### src/rtl/dpc_pkg.sv
package dpc_pkg;

  localparam int PHASE_BITS = 2;
  localparam int SYM_BITS_MAX = 2;
  localparam int CNT_W = $clog2(SYM_BITS_MAX + 1);

  typedef logic [PHASE_BITS-1:0] phase_t;
  typedef logic [SYM_BITS_MAX-1:0] pair_t;

  // Gray-ordered pair to phase increment: 00->0, 01->1, 11->2, 10->3
  function automatic phase_t pair_to_step(logic first_bit, logic second_bit);
    return {first_bit, first_bit ^ second_bit};
  endfunction

  // Inverse of pair_to_step; result is {first, second}
  function automatic pair_t step_to_pair(phase_t step);
    return {step[1], step[1] ^ step[0]};
  endfunction

  // Binary mode: a one moves the phase by half a turn
  function automatic phase_t bit_to_step(logic b);
    return {b, 1'b0};
  endfunction

endpackage

### src/rtl/dpc_bit_pairer.sv
module dpc_bit_pairer
  import dpc_pkg::*;
(
  input  logic   clk,
  input  logic   rst_n,
  input  logic   quad,
  input  logic   in_valid,
  input  logic   in_bit,
  output logic   in_ready,
  output logic   sym_fire,
  output phase_t sym_step,
  input  logic   down_ready
);

  logic held;
  logic held_bit;
  logic take;

  assign in_ready = down_ready;
  assign take     = in_valid && down_ready;
  assign sym_fire = take && (!quad || held);
  assign sym_step = quad ? pair_to_step(held_bit, in_bit) : bit_to_step(in_bit);

  always_ff @(posedge clk) begin
    if (!rst_n) begin
      held     <= 1'b0;
      held_bit <= 1'b0;
    end else if (take) begin
      if (quad && !held) begin
        held     <= 1'b1;
        held_bit <= in_bit;
      end else begin
        held <= 1'b0;
      end
    end else if (!quad) begin
      held <= 1'b0;
    end
  end

endmodule

### src/rtl/dpc_phase_acc.sv
module dpc_phase_acc
  import dpc_pkg::*;
(
  input  logic   clk,
  input  logic   rst_n,
  input  logic   step_valid,
  input  phase_t step,
  output logic   step_ready,
  output logic   ph_valid,
  input  logic   ph_ready,
  output phase_t ph
);

  phase_t acc;
  logic   vld;

  assign step_ready = !vld || ph_ready;
  assign ph_valid   = vld;
  assign ph         = acc;

  always_ff @(posedge clk) begin
    if (!rst_n) begin
      acc <= '0;
      vld <= 1'b0;
    end else if (step_valid && step_ready) begin
      acc <= acc + step;
      vld <= 1'b1;
    end else if (ph_ready) begin
      vld <= 1'b0;
    end
  end

endmodule

### src/rtl/dpc_phase_diff.sv
module dpc_phase_diff
  import dpc_pkg::*;
(
  input  logic   clk,
  input  logic   rst_n,
  input  logic   quad,
  input  logic   ph_valid,
  input  phase_t ph,
  output logic   ph_ready,
  input  logic   down_ready,
  output logic   sym_fire,
  output pair_t  sym_bits,
  output logic   sym_two
);

  phase_t prev;
  phase_t delta;

  assign ph_ready = down_ready;
  assign sym_fire = ph_valid && down_ready;
  assign delta    = ph - prev;
  assign sym_two  = quad;
  assign sym_bits = quad ? step_to_pair(delta) : {delta[1], 1'b0};

  always_ff @(posedge clk) begin
    if (!rst_n) begin
      prev <= '0;
    end else if (sym_fire) begin
      prev <= ph;
    end
  end

endmodule

### src/rtl/dpc_bit_serializer.sv
module dpc_bit_serializer
  import dpc_pkg::*;
(
  input  logic  clk,
  input  logic  rst_n,
  input  logic  load,
  input  pair_t load_bits,
  input  logic  load_two,
  output logic  load_ready,
  output logic  out_valid,
  input  logic  out_ready,
  output logic  out_bit
);

  localparam logic [CNT_W-1:0] ONE = CNT_W'(1);
  localparam logic [CNT_W-1:0] TWO = CNT_W'(2);

  pair_t           shreg;
  logic [CNT_W-1:0] cnt;
  logic            pop;

  assign out_valid  = (cnt != '0);
  assign out_bit    = shreg[SYM_BITS_MAX-1];
  assign pop        = out_valid && out_ready;
  assign load_ready = (cnt == '0) || ((cnt == ONE) && out_ready);

  always_ff @(posedge clk) begin
    if (!rst_n) begin
      shreg <= '0;
      cnt   <= '0;
    end else if (load && load_ready) begin
      shreg <= load_bits;
      cnt   <= load_two ? TWO : ONE;
    end else if (pop) begin
      shreg <= {shreg[SYM_BITS_MAX-2:0], 1'b0};
      cnt   <= cnt - ONE;
    end
  end

endmodule

### src/rtl/dpc_codec.sv
module dpc_codec
  import dpc_pkg::*;
(
  input  logic       clk,
  input  logic       rst_n,
  input  logic       mode_quad,
  input  logic       tx_bit_valid,
  output logic       tx_bit_ready,
  input  logic       tx_bit,
  output logic       tx_phase_valid,
  input  logic       tx_phase_ready,
  output logic [1:0] tx_phase,
  input  logic       rx_phase_valid,
  output logic       rx_phase_ready,
  input  logic [1:0] rx_phase,
  output logic       rx_bit_valid,
  input  logic       rx_bit_ready,
  output logic       rx_bit
);

  logic   enc_fire;
  phase_t enc_step;
  logic   enc_room;

  dpc_bit_pairer u_pair (
    .clk        (clk),
    .rst_n      (rst_n),
    .quad       (mode_quad),
    .in_valid   (tx_bit_valid),
    .in_bit     (tx_bit),
    .in_ready   (tx_bit_ready),
    .sym_fire   (enc_fire),
    .sym_step   (enc_step),
    .down_ready (enc_room)
  );

  dpc_phase_acc u_acc (
    .clk        (clk),
    .rst_n      (rst_n),
    .step_valid (enc_fire),
    .step       (enc_step),
    .step_ready (enc_room),
    .ph_valid   (tx_phase_valid),
    .ph_ready   (tx_phase_ready),
    .ph         (tx_phase)
  );

  logic  dec_fire;
  pair_t dec_bits;
  logic  dec_two;
  logic  dec_room;

  dpc_phase_diff u_diff (
    .clk        (clk),
    .rst_n      (rst_n),
    .quad       (mode_quad),
    .ph_valid   (rx_phase_valid),
    .ph         (rx_phase),
    .ph_ready   (rx_phase_ready),
    .down_ready (dec_room),
    .sym_fire   (dec_fire),
    .sym_bits   (dec_bits),
    .sym_two    (dec_two)
  );

  dpc_bit_serializer u_ser (
    .clk        (clk),
    .rst_n      (rst_n),
    .load       (dec_fire),
    .load_bits  (dec_bits),
    .load_two   (dec_two),
    .load_ready (dec_room),
    .out_valid  (rx_bit_valid),
    .out_ready  (rx_bit_ready),
    .out_bit    (rx_bit)
  );

endmodule

### config.mk
export PLATFORM = sky130hd
export DESIGN_NAME = dpc_codec
export DESIGN_NICKNAME = d
export VERILOG_FILES = /design/src/rtl/dpc_pkg.sv /design/src/rtl/dpc_bit_pairer.sv /design/src/rtl/dpc_phase_acc.sv /design/src/rtl/dpc_phase_diff.sv /design/src/rtl/dpc_bit_serializer.sv /design/src/rtl/dpc_codec.sv
export SDC_FILE = /design/constraint.sdc
export NUM_CORES = 1
export LEC_CHECK = 0
export BUFFER_PORTS_ARGS = -buffer_cell sky130_fd_sc_hd__buf_4
export CAP_MARGIN = 20
export CORE_MARGIN = 3
export CORE_UTILIZATION = 42
export DETAILED_ROUTE_END_ITERATION = 10
export PLACE_DENSITY = 0.65
export SYNTH_ARGS = -nofsm -noshare
export SYNTH_HDL_FRONTEND = slang
export SYNTH_SLANG_ARGS = --single-unit
### constraint.sdc
create_clock -name clk -period 3.24 [get_ports clk]
set_input_delay 0.324 -clock clk [delete_from_list [all_inputs] [get_ports clk]]
set_output_delay 0.324 -clock clk [all_outputs]
set_load 0.005 [all_outputs]
==> run metrics, run 1 <==
status completed; Worst Path Max Fanout 7; register bit total from synthesis 11; gpl congestion slightly above 0.7; layout cells sized above 1 about a quarter; # DRC 0; Synth Instances 66; RR Startpoint u_ser.cnt[0]; worst reg2reg path depth 5; chip width approximately 44 µm; clk slew on worst S/H paths ~70 ps; ANT cells 0; Ports 17; Placed Area ~720 µm²; P&R area growth vs syn 27.12%; largest net degree at the start of global routing 13; Final Max Tran Viols 0; Initial Util between 40 and 50%; Final nets 100; Synth top area share a little under two fifths; CP startpoint kind flop; vias around 500; Unique masters post-synth 27; Placement Setup Slack ~1600 ps; global-route wire length before repair between 1500 and 2000 µm; slowest stage cell, crit path mux2_2; Synth area leaders dfxtp_1 (37%), ha_1 (8.5%), xor2_1 (5.9%); total grt overflow 0; final worst path period share between 40% and 50%; CTS resizes 0; initial antenna violation count 0; worst hold path class in2reg; final setup fails 0; syn_area_per_cell 8.948 µm²; post-route design area 750.7 µm²; Yosys top cell by area dfxtp_1; Detailed Routing Iterations Pass 1 4; crit path cell chain inv_1 > ha_1 > mux2_2 > and3_1 > o31a_1; CTS sink count 11; Least-Margin Pin Slew ~250 ps; global-route usage over all layers a little over an eighth; R2R Path End u_ser.cnt[0]; Routed WL per cell approximately 11 µm; clk_lat worst skew about 270 ps; synth warn 0; Final TNS setup 0 ps; Max-slew headroom between 80% and 90%; CTS tree done; endpoint class of the critical path flop; number of port buffers 16; vias in the first global route around 460; register area share after synthesis 37.29%; maximum clock frequency 636.1 MHz; Post-Route WL around 1100 µm; max-cap viol count 0; clock buffer count from CTS 3; RSZ-0062 raised after global routing no; DP Wirelength between 800 and 900 µm; VDD IR-drop max between 0.0002 and 0.0003 V; post-CTS setup buffers 0; initial detailed-routing violation count 12; Mapped Nets 80; PnR worst setup slack around 1700 ps; hold endpoint u_diff.prev[0]; H-tree depth 1; # rows 12; Post-CTS Hold Buffers 0; Crit path required time between 3000 and 4000 ps; CTS Root Cell clkbuf_4; Leakage between 0.3 and 0.4 nW; pwr/cell area about 520 mW/mm²; critical path class reg2reg; fin crit period ~1600 ps; Clock Skews between 4 and 5 ps; ANT nets after route 0; synthesized cell area 590.6 µm²; crit path DAT ~1700 ps; HP Start rx_phase[0]; CP max stage delay 420 ps; Hold Path Depth 3; Longest Clk Path Bufs 2; die height ~44 µm; R2R Setup Slk 1670 ps; vias per cell ~5; fill cell total of the finished layout approximately 110; Die Area about 0.0019 mm²; final hold vios 0; core footprint 0.001216 mm²
[registers in the layout (all words and copies together), names as in the netlist]
signal / cells
u_ser.cnt: 2
u_pair.held: 1
u_acc.ph: 2
u_diff.prev: 2
u_ser.shreg: 2
u_pair.held_bit: 1
u_acc.ph_valid: 1
[synthesized netlist by cell type]
library cell / n
o32ai_1: 2
a31oi_1: 1
nand2b_1: 1
or2b_1: 1
a21boi_1: 1
nand4b_1: 1
o21ai_0: 2
and2_2: 1
clkbuf_1: 1
dfxtp_1: 11
nand2_1: 9
mux2i_1: 3
nor2b_1: 2
and2_1: 1
and3_1: 1
a21boi_0: 3
a21o_1: 1
xor2_1: 4
nand3_1: 3
nor2_1: 3
ha_1: 4
or2_2: 1
inv_1: 4
mux2_2: 1
xnor2_1: 2
o31a_1: 1
or3_1: 1
[cell type report]
type	instances	area [µm²]	share of cell area (%)
clock buffer	4	26.28	3.500
inverter	4	15.01	2.000
multi-input combinational	50	351.6	46.83
sequential	11	220.2	29.33
tap	14	17.52	2.333
timing repair buffer	16	120.1	16.00
[report_power, final]
group          switching (W)  total (W)  internal (W)
Clock              0.0000457  0.0000934     0.0000477
Combinational      0.0000662   0.000138     0.0000716
Sequential        0.00000914   0.000162      0.000153
Total               0.000121   0.000393      0.000272
[worst max-delay path: cells and delay by family, from the launching register on]
family / cells / cell delay [ps]
mux: 1 / 420
flops: 1 / 310
compound gates: 1 / 240
fa+ha+maj: 1 / 210
simple gates: 1 / 210
buf+inv: 1 / 80
[layer usage]
layer	up-vias	wire [µm]	global-route usage, %
met1	214	551	16.58
li1	267	-	-
met2	14	473	19.76
met3	2	79	6.639
met5	-	0	0
met4	0	7	5.422
[cells by family after synthesis]
kind of cell               after synthesis  synth area share [%]
xor gates and xnor gates                 6                 8.898
adders and majority gates                4                 8.475
AOI/OAI and AO/OA                       11                 13.56
muxes                                    4                 6.992
and+or+nand+nor                         25                 21.61
DFF                                     11                 37.29
buffers and inverters                    5                 3.177
[how the worst max path moves through the flow]
stage	start	endpoint	slack (ps)	cells after the start
floorplan	u_pair.held_bit	u_acc.ph[1]	1790	6
global placement	tx_bit	u_acc.ph[1]	1660	7
detailed placement	tx_bit	u_acc.ph[1]	1610	7
CTS	u_ser.cnt[0]	u_ser.cnt[0]	1670	5
global route	u_ser.cnt[0]	u_ser.shreg[1]	1600	6
finish	u_ser.cnt[0]	u_ser.cnt[0]	1670	5
[stage by stage]
step                instances  power (W)  util, %  hold slack, ps
finish                     99  0.0003933    61.73           336.3
global route               99  0.0004218    61.73           338.6
CTS                        99  0.0003999    61.73           332.9
detailed placement         95  0.0003042    59.57           462.5
global placement           95  0.0003019    59.57           456.8
floorplan                  66  0.0002517        -           447.2
[cells in the final DEF, fill, tap and decap left out]
cell and instances:
buf_4 16, dfxtp_1 11, nand2_1 9, xor2_1 4
inv_1 4, ha_1 4, nand3_1 3, a21boi_0 3
mux2i_1 3, nor2_1 3, clkbuf_4 3, xnor2_1 2
o32ai_1 2, nor2b_1 2, o21ai_0 2, and2_2 1
a21o_1 1, nand2b_1 1, mux2_2 1, nand4b_1 1
or2b_1 1, or2_2 1, a31oi_1 1, and3_1 1
o31a_1 1, and2_1 1, or3_1 1, a21boi_1 1
clkbuf_1 1
Note: power is estimated with default switching activity, not from simulation.
==> run 2: changes to the inputs <==
- clock period: 3.24 -> 1.65 ns (I/O delays scaled with it)
==> run 2 against run 1 <==
Compared with the run above:
- setup slack lost 1600 ps
- clock power rose by 95%
- final area grew 1.3%
- clock skew about the same
- global-route usage grew 0.54 points
- final cell count grew 1.0%
- clock-buffer cell count stayed put
- critical path type unchanged
- critical endpoint unchanged
- largest cell class unchanged
==> run metrics, run 2 (synthesis gave the netlist of run 1 again) <==
final worst path period share between 90% and 100%; Initial Util 48.56%; RR Startpoint u_ser.cnt[0]; Clock Skews ~4.5 ps; Leakage between 0.3 and 0.4 nW; crit path DAT between 1500 and 2000 ps; vias per cell between 4 and 5; endpoint class of the critical path flop; most frequent cells in the layout buf_4 (17), dfxtp_1 (11), nand2_1 (8); status completed; P&R area growth vs syn 28.81%; PnR worst setup slack around 90 ps; Detailed Routing Iterations Pass 1 3; fill cell total of the finished layout 120; global-route usage over all layers between 10 and 15%; # rows 12; Max-slew headroom about 85%; worst hold path class in2reg; post-CTS setup buffers 0; die height 43.50 µm; Post-Route WL approximately 1200 µm; Routed WL per cell 11.73 µm; Crit path required time roughly 1800 ps; Crit path buffers/inverters 1; # DRC 0; Placement Setup Slack around 110 ps; Worst Path Max Fanout 7; pwr/cell area 1036 mW/mm²; clk slew on worst S/H paths ~70 ps; Final Max Tran Viols 0; critical path launch point u_ser.cnt[0]; max-cap viol count 0; global-route wire length before repair roughly 2000 µm; CP max stage delay between 400 and 500 ps; gpl congestion approximately 0.72; Die Area around 0.0019 mm²; largest net degree at the start of global routing 13; total grt overflow 0; ANT nets after route 0; initial antenna violation count 0; Ports 17; final setup fails 0; fin crit period roughly 1600 ps; crit-path leading delay family multiplexers; vias in the first global route roughly 490; CTS tree done; final hold vios 0; H-tree depth 1; crit path cell chain inv_1 > ha_1 > mux2_2 > and3_1 > o31a_1; number of port buffers 16; maximum clock frequency 641.2 MHz; core footprint between 0.001 and 0.0015 mm²; ANT cells 0; critical path class reg2reg; CP startpoint kind flop; clock buffer count from CTS 3; Final TNS setup 0 ps; chip width 43.50 µm; commonest non-fill, non-tap cell in the layout buf_4; CTS Root Cell clkbuf_4; slowest stage cell, crit path mux2_2; vias slightly below 500; DP Wirelength approximately 950 µm; Post-CTS Hold Buffers 0; layout cells sized above 1 between 20% and 30%; VDD IR-drop max 0.0006344 V; RSZ-0062 raised after global routing no; initial detailed-routing violation count 6; Least-Margin Pin Slew ~220 ps; HP Start rx_phase[0]; clk_lat worst skew roughly 270 ps; Longest Clk Path Bufs 2; CTS sink count 11; Final nets roughly 100
-- run 2: cell count changes in the layout (fill, tap and decap cells not counted), sizes merged --
cell and delta:
buf +1
-- run 2: path summary, 6_finish.rpt --
kind	to	slack [ps]	cells after the start
hold reg to reg	u_diff.prev[0]	470	2
setup reg to reg	u_ser.cnt[0]	90	5
hold / removal	u_diff.prev[0]	180	3
setup / recovery	u_ser.cnt[0]	90	5
-- run 2: final cells by class --
| cell class | count | area (µm²) | area share [%] |
|---|---|---|---|
| multi-input combinational | 50 | 354.1 | 46.55 |
| sequential | 11 | 220.2 | 28.95 |
| timing repair buffer | 17 | 127.6 | 16.78 |
| clock buffer | 4 | 26.28 | 3.454 |
| tap | 14 | 17.52 | 2.303 |
| inverter | 4 | 15.01 | 1.974 |
-- run 2: metrics by stage --
| stage | power [W] | util (%) | area, µm² | std cells | hold slack [ps] |
|---|---|---|---|---|---|
| floorplan | 0.0004942 | - | 590.6 | 66 | 308.7 |
| global placement | 0.0006032 | 60.19 | 732.0 | 96 | 452.3 |
| detailed placement | 0.0006087 | 60.19 | 732.0 | 96 | 461.6 |
| CTS | 0.0007957 | 62.35 | 758.2 | 100 | 176.9 |
| global route | 0.0008447 | 62.55 | 760.7 | 100 | 202.0 |
| finish | 0.0007877 | 62.55 | 760.7 | 100 | 180.3 |
-- run 2: metal layers --
| layer | vias to the layer above | GRT usage, % | wire, µm |
|---|---|---|---|
| met4 | 0 | 3.614 | 11 |
| li1 | 264 | - | - |
| met5 | - | 0 | 0 |
| met1 | 209 | 18.70 | 571 |
| met3 | 4 | 5.394 | 92 |
| met2 | 13 | 20.94 | 497 |
-- run 2: repair_timing --
item,4_1_cts,5_1_grt
hold endpoints to repair,0,0
resized for setup,0,1
endpoints found under the setup margin,0,2
-- run 2: power breakdown --
| part | switching (W) | total (W) | internal (W) |
|---|---|---|---|
| logic | 0.000134 | 0.000284 | 0.000150 |
| registers | 0.0000207 | 0.000321 | 0.000301 |
| clock network | 0.0000888 | 0.000182 | 0.0000936 |
-- run 2: worst register-to-register path: cells and delay by family (launching register included) --
family	cells	cell delay, ps
compound gates	1	230
fa+ha+maj	1	200
buf+inv	1	90
flops	1	320
mux	1	410
simple gates	1	200
